===== src/rtl/tmr_chan_pkg.sv =====
package tmr_chan_pkg;

    // Operating behaviour class, picked by the two low bits of the code.
    typedef enum logic [1:0] {
        CLS_ONESHOT   = 2'd0,
        CLS_TRIGGERED = 2'd1,
        CLS_RATE      = 2'd2,
        CLS_SQUARE    = 2'd3
    } op_class_e;

    function automatic op_class_e decode_class(input logic [2:0] code);
        return op_class_e'(code[1:0]);
    endfunction

    // Codes 4 and 5 give a single strobe instead of a level.
    function automatic logic is_strobe(input logic [2:0] code);
        return code[2] & ~code[1];
    endfunction

    // Gate level suspends counting in every class but the triggered one.
    function automatic logic gate_holds(input op_class_e cls);
        return cls != CLS_TRIGGERED;
    endfunction

    // Gate rising edge restarts counting in every class but the plain one-shot.
    function automatic logic gate_restarts(input op_class_e cls);
        return cls != CLS_ONESHOT;
    endfunction

endpackage


===== src/rtl/tmr_gate_edge.sv =====
module tmr_gate_edge (
    input  logic clk,
    input  logic rst,
    input  logic gate,
    output logic rise
);
    logic gate_q;

    // Reset to high so a gate already high at reset release is not an edge.
    always_ff @(posedge clk) begin
        if (rst) gate_q <= 1'b1;
        else     gate_q <= gate;
    end

    assign rise = gate & ~gate_q;
endmodule


===== src/rtl/tmr_count_core.sv =====
module tmr_count_core
    import tmr_chan_pkg::*;
#(
    parameter int CNT_W = 16
) (
    input  logic             clk,
    input  logic             rst,
    input  logic             cnt_en,
    input  logic             load_stb,
    input  logic [CNT_W-1:0] load_val,
    input  op_class_e        cls,
    input  logic             gate,
    input  logic             trig,
    output logic [CNT_W:0]   cnt_full,
    output logic             step,
    output logic             expire
);
    localparam logic [CNT_W:0] FULL_SPAN = {1'b1, {CNT_W{1'b0}}};
    localparam logic [CNT_W:0] ONE       = {{CNT_W{1'b0}}, 1'b1};
    localparam logic [CNT_W:0] TWO       = {{(CNT_W-1){1'b0}}, 2'b10};

    logic [CNT_W:0] reload_q, cnt_q, cnt_d, load_norm;
    logic           run;

    assign load_norm = (load_val == '0) ? FULL_SPAN : {1'b0, load_val};
    assign run       = cnt_en & (gate | ~gate_holds(cls));
    assign step      = run & ~load_stb & ~trig;

    always_comb begin
        cnt_d  = cnt_q;
        expire = 1'b0;
        unique case (cls)
            CLS_ONESHOT, CLS_TRIGGERED: begin
                cnt_d  = {1'b0, cnt_q[CNT_W-1:0] - 1'b1};
                expire = (cnt_q[CNT_W-1:0] == ONE[CNT_W-1:0]);
            end
            CLS_RATE: begin
                expire = (cnt_q == ONE);
                cnt_d  = expire ? reload_q : cnt_q - ONE;
            end
            CLS_SQUARE: begin
                expire = (cnt_q <= TWO);
                cnt_d  = expire ? reload_q : cnt_q - TWO;
            end
            default: ;
        endcase
        expire = expire & step;
    end

    always_ff @(posedge clk) begin
        if (rst) begin
            reload_q <= FULL_SPAN;
            cnt_q    <= '0;
        end else if (load_stb) begin
            reload_q <= load_norm;
            cnt_q    <= load_norm;
        end else if (trig) begin
            cnt_q    <= reload_q;
        end else if (step) begin
            cnt_q    <= cnt_d;
        end
    end

    assign cnt_full = cnt_q;
endmodule


===== src/rtl/tmr_out_shape.sv =====
module tmr_out_shape
    import tmr_chan_pkg::*;
(
    input  logic      clk,
    input  logic      rst,
    input  logic      load_stb,
    input  logic      trig,
    input  logic      step,
    input  logic      expire,
    input  op_class_e cls,
    input  logic      strobe,
    input  logic      at_one,
    output logic      out_lvl
);
    logic fired_q;   // terminal count reached since load or restart
    logic pulse_q;   // one-step strobe window
    logic phase_q;   // square-wave half

    always_ff @(posedge clk) begin
        if (rst) begin
            fired_q <= 1'b1;
            pulse_q <= 1'b0;
            phase_q <= 1'b1;
        end else if (load_stb) begin
            fired_q <= (cls == CLS_TRIGGERED);
            pulse_q <= 1'b0;
            phase_q <= 1'b1;
        end else if (trig) begin
            fired_q <= 1'b0;
            pulse_q <= 1'b0;
            phase_q <= 1'b1;
        end else if (expire) begin
            fired_q <= 1'b1;
            pulse_q <= ~fired_q;
            phase_q <= ~phase_q;
        end else if (step) begin
            pulse_q <= 1'b0;
        end
    end

    always_comb begin
        unique case (cls)
            CLS_ONESHOT, CLS_TRIGGERED: out_lvl = strobe ? ~pulse_q : fired_q;
            CLS_RATE:                   out_lvl = ~at_one;
            CLS_SQUARE:                 out_lvl = phase_q;
            default:                    out_lvl = 1'b1;
        endcase
    end
endmodule


===== src/rtl/tmr_chan.sv =====
module tmr_chan
    import tmr_chan_pkg::*;
#(
    parameter int CNT_W = 16
) (
    input  logic             clk,
    input  logic             rst,
    input  logic             cnt_en,
    input  logic             load_stb,
    input  logic [CNT_W-1:0] load_val,
    input  logic [2:0]       mode,
    input  logic             gate,
    input  logic             irq_mask,
    output logic [CNT_W-1:0] count,
    output logic             out_lvl,
    output logic             irq
);
    op_class_e      cls;
    logic           gate_rise, trig, step, expire;
    logic [CNT_W:0] cnt_full;
    logic           irq_q;

    assign cls  = decode_class(mode);
    assign trig = gate_rise & gate_restarts(cls) & ~load_stb;

    tmr_gate_edge u_gate (
        .clk  (clk),
        .rst  (rst),
        .gate (gate),
        .rise (gate_rise)
    );

    tmr_count_core #(.CNT_W(CNT_W)) u_core (
        .clk      (clk),
        .rst      (rst),
        .cnt_en   (cnt_en),
        .load_stb (load_stb),
        .load_val (load_val),
        .cls      (cls),
        .gate     (gate),
        .trig     (trig),
        .cnt_full (cnt_full),
        .step     (step),
        .expire   (expire)
    );

    tmr_out_shape u_shape (
        .clk      (clk),
        .rst      (rst),
        .load_stb (load_stb),
        .trig     (trig),
        .step     (step),
        .expire   (expire),
        .cls      (cls),
        .strobe   (is_strobe(mode)),
        .at_one   (cnt_full == {{CNT_W{1'b0}}, 1'b1}),
        .out_lvl  (out_lvl)
    );

    always_ff @(posedge clk) begin
        if (rst) irq_q <= 1'b0;
        else     irq_q <= out_lvl & ~irq_mask;
    end

    assign count = cnt_full[CNT_W-1:0];
    assign irq   = irq_q;
endmodule


===== config.mk =====
export PLATFORM = sky130hd
export DESIGN_NAME = tmr_chan
export DESIGN_NICKNAME = d
export VERILOG_FILES = /design/src/rtl/tmr_chan_pkg.sv /design/src/rtl/tmr_gate_edge.sv /design/src/rtl/tmr_count_core.sv /design/src/rtl/tmr_out_shape.sv /design/src/rtl/tmr_chan.sv
export SDC_FILE = /design/constraint.sdc
export NUM_CORES = 1
export LEC_CHECK = 0
export BUFFER_PORTS_ARGS = -buffer_cell sky130_fd_sc_hd__buf_4
export CAP_MARGIN = 20
export CELL_PAD_IN_SITES_DETAIL_PLACEMENT = 0
export CELL_PAD_IN_SITES_GLOBAL_PLACEMENT = 1
export CORE_AREA = 2 2 86 88
export DETAILED_ROUTE_END_ITERATION = 10
export DIE_AREA = 0 0 88 90
export PLACE_DENSITY_LB_ADDON = 0.1
export SLEW_MARGIN = 20
export SYNTH_ARGS = -nofsm -noshare
export SYNTH_HDL_FRONTEND = slang
export SYNTH_HIERARCHICAL = 1
export SYNTH_SLANG_ARGS = --single-unit
export TNS_END_PERCENT = 100

===== constraint.sdc =====
create_clock -name clk -period 2.99 [get_ports clk]
set_input_delay 0.4485 -clock clk [delete_from_list [all_inputs] [get_ports clk]]
set_output_delay 0.4485 -clock clk [all_outputs]
set_load 0.02 [all_outputs]

# Yosys cells after proc, flatten, opt, wreduce, memory -nomap -nowiden
# Index checks and enable logic that the tools add are counted.
# op_classes
div_mod_pow	0
magnitude_cmp	1
addsub	3
n_reduce_logical	8
n_bitwise	20
mul	0
muxes	15
n_eq_ne	6
shifts	0
# ops
op	count
2-to-1 mux 17 bit	6
one-hot mux 17 bit (3 select lines)	1
== test 17 x 1 -> 1 bit, second input constant	1
<= comparator 17 x 2 -> 1 bit, second input constant	1
subtractor 17 x 1 -> 17 bit, second input constant	1
subtractor 17 x 2 -> 17 bit, second input constant	1
== test 16 x 1 -> 1 bit, second input constant	1
logical NOT 16 bit	1
subtractor 16 x 1 -> 16 bit, second input constant	1
NOT 1 bit	10
AND 1 bit	9
2-to-1 mux 1 bit	6
one-hot mux 1 bit (3 select lines)	2
nonzero test 3 bit	2
== test 2 bit, second input constant	2
nonzero test 2 bit	2
OR reduction 3 bit	1
== test 2 x 1 -> 1 bit, second input constant	1
logical NOT 2 bit	1
inequality test 2 x 1 -> 1 bit, second input constant	1
OR reduction 2 bit	1
OR 1 bit	1
# totals
word_cells	60
rom_bits	0
latchBits	0
mem_count	0
mem_bits_rw	0
ff_bits	39
output_inout_bits	18

# Logic depth before layout (Yosys ltp)
# Gate-level depths: netlist of run 1.
# depth
ltp_word	10
mapped_depth	11

# Hierarchy
# The synthesis of run 1 kept the hierarchy.
# modules_own_cells
module	cells_per_inst	area_per_inst_um2	instances	seq_area_each_um2
tmr_count_core	336	2568.7	1	680.7
tmr_out_shape	18	162.7	1	60.1
tmr_chan	11	107.6	1	20.0
tmr_gate_edge	3	32.5	1	20.0

# Worst setup path before layout of run 1
# No wires, ideal clock.
# synth_timing
path_type	reg-to-reg
start	register u_core.cnt_q[1] (netlist: u_core/cnt_full[1])
end	register u_shape.phase_q
t_required_ns	2.856
arrival_ns	2.439
setup_time_ns	0.134
path_stages_with_launch	11
path_slack_ns	0.417
path_cell_list	dfxtp_1 > inv_1 > ha_1 > nor3b_1 > nand4_1 > nand2_1 > a31oi_1 > o32a_1 > nor3_1 > xor2_1 > or4_1
# synth_between
elab_chain_cells	3
elab_cells_between_ends	5
cone_classes	order compare (1); eq/ne (2); mux (1); bitwise (1)
# synth_lines
item	line_no	source
start: declaration	tmr_count_core.sv:22	logic [CNT_W:0] reload_q, cnt_q, cnt_d, load_norm;
start signal: assignment	tmr_count_core.sv:56	cnt_q <= load_norm;
start signal: assignment	tmr_count_core.sv:58	cnt_q <= reload_q;
start signal: assignment	tmr_count_core.sv:60	cnt_q <= cnt_d;
<= comparator 17 x 2 -> 1 bit (tied with other cells)	tmr_count_core.sv:42	expire = (cnt_q <= TWO);
one-hot mux 1 bit (3 select lines) (*)	tmr_count_core.sv:32	unique case (cls)
AND 1 bit (*)	tmr_count_core.sv:47	expire = expire & step;
net expire	tmr_chan.sv:19	logic gate_rise, trig, step, expire;
end signal: assignment	tmr_out_shape.sv:35	phase_q <= ~phase_q;
end: declaration	tmr_out_shape.sv:17	logic phase_q;
# Mark *: on every way through the listed nets, which the timed path passes. The rest lies on a longest branch.
# A chain may end at the register's enable or synchronous reset.

# Worst setup path in the final report of run 1
# layout_timing
start	register u_core.cnt_q[2] (netlist: u_core/cnt_full[2])
end	register u_shape.phase_q
# Same word-level chain as after synthesis.

==> results of run 1 <==
==> report_power, final <==
part	total, uW	switching (uW)	internal, uW	leakage [uW]
clock	442	198	244	0.0000502
combinational	578	342	236	0.000950
sequential	630	71.2	559	0.000322
==> worst reg2reg max path, delay by kind of cell (launching register included) <==
kind / cells / cell delay, ns
xor gates and xnor gates: 1 / 0.11
adders and majority gates: 1 / 0.20
and+or+nand+nor: 5 / 1.46
buffers and inverters: 1 / 0.15
AOI/OAI and AO/OA: 2 / 0.29
DFF: 1 / 0.41
==> sequential cells by signal, indices dropped and copies added, names as in the netlist <==
signal,cells
u_core/cnt_full,17
u_core/reload_q,17
irq,1
u_gate/gate_q,1
u_shape/fired_q,1
u_shape/phase_q,1
u_shape/pulse_q,1
==> repair_timing <==
item | in CTS | in global routing
hold endpoints to repair | 0 | 0
setup buffers | 0 | 0
hold buffers | 0 | 0
resized for setup | 0 | 1
endpoints found under the setup margin | 0 | 1
==> Yosys cell counts (3+ instances only) <==
master / instances / share of area
a211oi_1: 6 / 0.016
a21o_1: 4 / 0.010
a21oi_1: 20 / 0.035
a21oi_2: 4 / 0.012
a221oi_1: 7 / 0.021
a31oi_1: 4 / 0.0087
and2_1: 3 / 0.0065
and3_1: 3 / 0.0065
buf_1: 4 / 0.0052
buf_2: 6 / 0.010
clkbuf_1: 12 / 0.016
dfxtp_1: 39 / 0.27
ha_1: 5 / 0.022
inv_1: 11 / 0.014
mux2i_1: 12 / 0.042
nand2_1: 37 / 0.048
nand2b_1: 4 / 0.0087
nand3_1: 13 / 0.023
nand4_1: 11 / 0.024
nor2_1: 38 / 0.050
nor2b_1: 4 / 0.0087
nor3_1: 8 / 0.014
nor3b_1: 6 / 0.016
nor4_1: 14 / 0.030
nor4_2: 5 / 0.022
nor4_4: 3 / 0.022
o211ai_1: 4 / 0.010
o21ai_0: 18 / 0.031
o2bb2ai_1: 3 / 0.0092
o31ai_1: 10 / 0.026
o32ai_1: 5 / 0.015
or4_1: 3 / 0.0078
xor2_1: 3 / 0.0092
==> worst max path at each step <==
| stage | startpoint | end | slack (ns) | depth (start not counted) |
|---|---|---|---|---|
| 2_1_floorplan | u_core/cnt_full[1] | u_shape/phase_q | 0.42 | 10 |
| 3_3_place_gp | u_core/cnt_full[2] | u_shape/phase_q | 0.38 | 10 |
| 3_5_place_dp | u_core/cnt_full[2] | u_shape/phase_q | 0.26 | 10 |
| 4_1_cts | u_core/cnt_full[2] | u_shape/phase_q | 0.22 | 10 |
| 5_1_grt | u_core/cnt_full[2] | u_core/cnt_full[2] | 0.02 | 9 |
| 6_report | u_core/cnt_full[2] | u_shape/phase_q | 0.27 | 10 |
==> cell type report <==
type | instances | area, sq um
Fill cell | 721 | 3540
Multi-Input combinational cell | 293 | 1940
Sequential cell | 39 | 781
Timing Repair Buffer | 65 | 488
Tap cell | 99 | 124
Clock buffer | 5 | 68.8
Inverter | 12 | 45.0
Clock inverter | 2 | 37.5
==> per-stage QoR <==
step,setup slack [ns],instance area (sq um)
global placement,0.385,3370
global route,0.0175,3480
floorplan,0.417,2870
finish,0.274,3480
CTS,0.223,3480
detailed placement,0.261,3370
==> layer usage <==
layer	vias to the layer above	share of wire	global-route usage
met3	23	0.086	0.0496
met2	172	0.46	0.422
met1	1527	0.43	0.372
met5	-	0	0
li1	1505	-	-
met4	0	0.025	0.100
==> logic make-up (layout without fill, tap and decap cells) <==
logic type | count (synthesis) | count (layout) | share of synthesized area
adders and majority gates | 5 | 5 | 0.0218
AOI/OAI and AO/OA | 110 | 110 | 0.274
and+or+nand+nor | 162 | 162 | 0.323
xor gates and xnor gates | 4 | 4 | 0.0122
buffers and inverters | 36 | 84 | 0.0549
muxes | 12 | 12 | 0.0418
DFF | 39 | 39 | 0.272
==> reports/results.tsv, run 1 <==
stage	metric	value	unit
routing	DR vias/cell	6.27	
timing	Setup Skew	0.00759	ns
clock_network	CTS tree	built	
routing	via count of the routed design	3227	
routing	mean routed wirelength per cell	20.4	microns
worst_setup_path	WP data arrival	2.88	ns
hold_path	Hold WC Path Type	input pin to flip-flop	
place	GPL Wtd Cong	0.937	
grt	GR Overflow Total	0	
worst_setup_path	nature of the critical path startpoint	flip-flop	
clock_network	CTS clock-pin slew for the worst setup and hold paths	0.08	ns
pwr	total power divided by cell area	474	nW/um^2
grt	antenna violations before repair	0	
clock_network	total clock sinks	39	
routing	first drt pass iteration count	5	
synth	ys async rst share	0	
timing	setup TNS	0	ns
place	dpl cells	508	
floorplan	Rows	31	
worst_setup_path	worst-path cell chain	inv_1, ha_1, nor3b_1, nand4_1, nand2_1, a31oi_1, o32a_1, nor3_2, xor2_1, or4_1	
routing	drt drc	0	
timing	RSZ-0062 raised after global routing	no	
synth	sequential share of the synthesized area	0.272	
timing	fin. max-slew vios	0	
status	status	finished clean	
finish	share of cells above drive strength 1	0.231	
synth	flops & latches, synth	39	
synth	syn_nets	398	
place	HPWL after DPL	7790	microns
floorplan	Core ar.	7020	sq um
hold_path	hold path start	irq_mask	
pwr	static leakage	0.00132	uW
clock_network	clk_lat worst skew	0.29	ns
synth	Gate Count Post-Synth	368	
synth	Netlist Area Pre-Place	2870	sq um
place	Port Buffers	42	
run	MaxCap Viol Count	0	
pwr	peak supply drop	0.262	mV
worst_setup_path	CP top delay family	simple AND/OR/NAND/NOR gates	
finish	fin nets	446	
timing	worst hold margin	0.303	ns
finish	Post-Layout Cell Count	515	
timing	setup violators final	0	
timing	fin crit period	2.72	ns
worst_setup_path	crit-path max FO	8	
clock_network	CTS Root Buffer Type	clkbuf_8	
floorplan	die outline width	88	microns
routing	final WL	10500	microns
floorplan	# IOs	43	
timing	FMAX	368	MHz
synth	EDFF count, synth	0	
timing	relative slew slack	0.599	
clock_network	Max Buffers Root-to-Sink	2	
synth	Avg Synthesized Cell Area	7.80	sq um
worst_setup_path	Buf/Inv on CP	1	
worst_setup_path	Largest stage delay, worst path	0.41	ns
floorplan	Initial Util	0.409	
worst_setup_path	slowest stage cell, crit path	dfxtp_1	
worst_setup_path	worst-case reg-to-reg path depth	10	
timing	worst-margin pin slew	0.586	ns
worst_setup_path	worst r2r src	u_core/cnt_full[2]	
grt	largest net degree at the start of global routing	35	
timing	Final Hold Violating Endpoints	0	
finish	final core utilization	0.496	
finish	most frequent cells in the layout	buf_4 (65), dfxtp_1 (39), nor2_1 (38)	
synth	synth warn	6	
clock_network	H-Tree Depth	2	
hold_path	Hold Path Sink	irq	
floorplan	Die Height	90	microns
pwr	total power	1650	uW
finish	antenna diode count	0	
floorplan	DIE AREA	7920	sq um
worst_setup_path	crit end category	flip-flop	
worst_setup_path	Worst R2R End	u_shape/phase_q	
hold_path	Hold Path Depth	2	
finish	most common cell after layout, fill and taps aside	buf_4	
routing	post-route ant nets	0	
routing	Detailed Route Iter0 Violations	311	
worst_setup_path	WS Path Type	flip-flop to flip-flop	
synth	Top FF cell, synth	dfxtp_1	
worst_setup_path	critical path data required time	3.16	ns
grt	vias in the first global route	3047	
clock_network	CTS Buf Count	5	
worst_setup_path	register-to-register setup slack	0.27	ns
grt	global-route wire length before repair	16600	microns
grt	total global-route track usage	0.272	
synth	Netlist cell types	65	
timing	Final period util	0.908	
finish	synthesis-to-finish area growth	21.3	%
Note: power is estimated with default switching activity, not from simulation.
==> inputs of run 2 (changes only) <==
PLACE_DENSITY = 0.9   (was unset)
PLACE_DENSITY_LB_ADDON = unset   (was 0.1)
==> run 2 against run 1 <==
Hold slack got worse by 0.0085 ns. Routed wire length fell by 4.7%. Power is 3.4% lower. Flip-flop and latch count stayed put. Die area unchanged. Clock skew increased by 0.0011 ns. Critical path depth unchanged. Largest power group unchanged.
==> reports/results.tsv, run 2 (synthesis results as in run 1) <==
stage	metric	value	unit
timing	fin crit period	2.85	ns
clock_network	CTS Buf Count	5	
pwr	Net Switching	627	uW
finish	Fillers	702	
pwr	Sw Ratio	0.394	
timing	Setup Skew	0.00866	ns
grt	global-route wire length before repair	15900	microns
clock_network	cts hold-fix bufs	0	
routing	final WL	10000	microns
grt	largest net degree at the start of global routing	35	
place	GPL Wtd Cong	0.982	
routing	Detailed Route Iter0 Violations	491	
finish	most frequent cells in the layout	buf_4 (66), dfxtp_1 (39), nor2_1 (38)	
routing	via count of the routed design	3213	
floorplan	Initial Util	0.409	
routing	mean routed wirelength per cell	19.4	microns
routing	DR vias/cell	6.21	
clock_network	# resized after CTS	0	
finish	antenna diode count	0	
floorplan	die outline width	88	microns
worst_setup_path	crit end category	flip-flop	
routing	first drt pass iteration count	5	
worst_setup_path	worst-path cell chain	inv_1, ha_1, nor3b_1, nand4_1, nand2_1, a31oi_1, o32a_1, nor3_1, xor2_1, or4_1	
pwr	Clk network pwr share	0.240	
floorplan	Rows	31	
place	Port Buffers	42	
clock_network	CTS clock-pin slew for the worst setup and hold paths	0.09	ns
pwr	Comb pwr share	0.370	
clock_network	H-Tree Depth	2	
grt	vias in the first global route	2947	
status	status	finished clean	
floorplan	Die Height	90	microns
grt	GR Layer Usage met2	0.391	
routing	drt drc	0	
floorplan	Core ar.	7020	sq um
grt	grt met3 use	0.0459	
finish	synthesis-to-finish area growth	20.9	%
finish	final core utilization	0.494	
grt	GR Overflow Total	0	
timing	setup violators final	0	
timing	fin. max-slew vios	0	
clock_network	total clock sinks	39	
timing	FMAX	351	MHz
timing	setup TNS	0	ns
timing	Final period util	0.953	
worst_setup_path	WP data arrival	3.03	ns
finish	fin nets	447	
worst_setup_path	crit-path max FO	10	
worst_setup_path	critical path data required time	3.17	ns
worst_setup_path	slowest stage cell, crit path	dfxtp_1	
hold_path	Hold WC Path Type	input pin to flip-flop	
clock_network	Max Buffers Root-to-Sink	2	
worst_setup_path	Largest stage delay, worst path	0.44	ns
place	HPWL after DPL	7540	microns
finish	most common cell after layout, fill and taps aside	buf_4	
worst_setup_path	nature of the critical path startpoint	flip-flop	
pwr	sequential share of power	0.390	
routing	post-route ant nets	0	
floorplan	DIE AREA	7920	sq um
clock_network	clk_lat worst skew	0.30	ns
clock_network	CTS Root Buffer Type	clkbuf_8	
pwr	P_int	967	uW
timing	relative slew slack	0.566	
clock_network	Post-CTS Setup Inserts	0	
timing	Final Hold Violating Endpoints	0	
run	MaxCap Viol Count	0	
pwr	static leakage	0.00132	uW
floorplan	# IOs	43	
grt	total global-route track usage	0.257	
grt	met1 Usage GRT	0.359	
pwr	peak supply drop	0.170	mV
grt	antenna violations before repair	0	
timing	worst-margin pin slew	0.645	ns
grt	global route hottest layer	met2	
finish	share of cells above drive strength 1	0.232	
pwr	total power divided by cell area	459	nW/um^2
worst_setup_path	WS Path Type	flip-flop to flip-flop	
clock_network	CTS tree	built	
timing	RSZ-0062 raised after global routing	no	
run 2: changes by cell type in the layout (fill, tap and decap cells not counted), sizes merged:
cell      delta
clkinvlp     +1
buf          +1
inv          +1
bufinv       -1
run 2: power groups by stage:
stage,Sequential (uW),Combinational (uW),Clock (uW)
floorplan,648,336,0
CTS,622,576,395
detailed placement,634,573,0
finish,622,590,382
global placement,632,576,0
global route,627,635,420
run 2: routing by layer:
metal | vias up | wire [microns]
met5 | - | 0
met4 | 0 | 368
met3 | 41 | 741
met2 | 179 | 4600
met1 | 1485 | 4310
li1 | 1508 | -
run 2: final cells by class:
cell class,count,area [sq um],area share
Sequential cell,39,781,0.225
Inverter,12,45.0,0.0130
Timing Repair Buffer,66,495,0.143
Clock inverter,3,23.8,0.00685
Multi-Input combinational cell,293,1930,0.557
Clock buffer,5,68.8,0.0198
Tap cell,99,124,0.0357
run 2: final timing paths:
path	start	endpoint	slack, ns	cells after the start
hold / removal	irq_mask	irq	0.29	2
setup / recovery	u_core/cnt_full[1]	u_shape/phase_q	0.14	10
setup reg to reg	u_core/cnt_full[1]	u_shape/phase_q	0.14	10
hold reg to reg	u_core/reload_q[15]	u_core/reload_q[15]	0.47	2
run 2: critical path: cells and delay by family, from the launching register on:
family | cells | cell delay [ns]
and+or+nand+nor | 5 | 1.45
DFF | 1 | 0.44
AOI/OAI and AO/OA | 2 | 0.26
buffers and inverters | 1 | 0.23
adders and majority gates | 1 | 0.22
xor gates and xnor gates | 1 | 0.12
run 2: through the flow:
stage	hold slack [ns]	setup slack [ns]	power (uW)	std cells	cell area, sq um
after detailed placement	0.458	0.306	1210	509	3380
after global placement	0.452	0.379	1210	509	3380
after global routing	0.287	0.00504	1680	517	3470
final	0.294	0.140	1590	517	3470
after CTS	0.286	0.246	1590	517	3470
after floorplan	0.445	0.417	984	368	2870
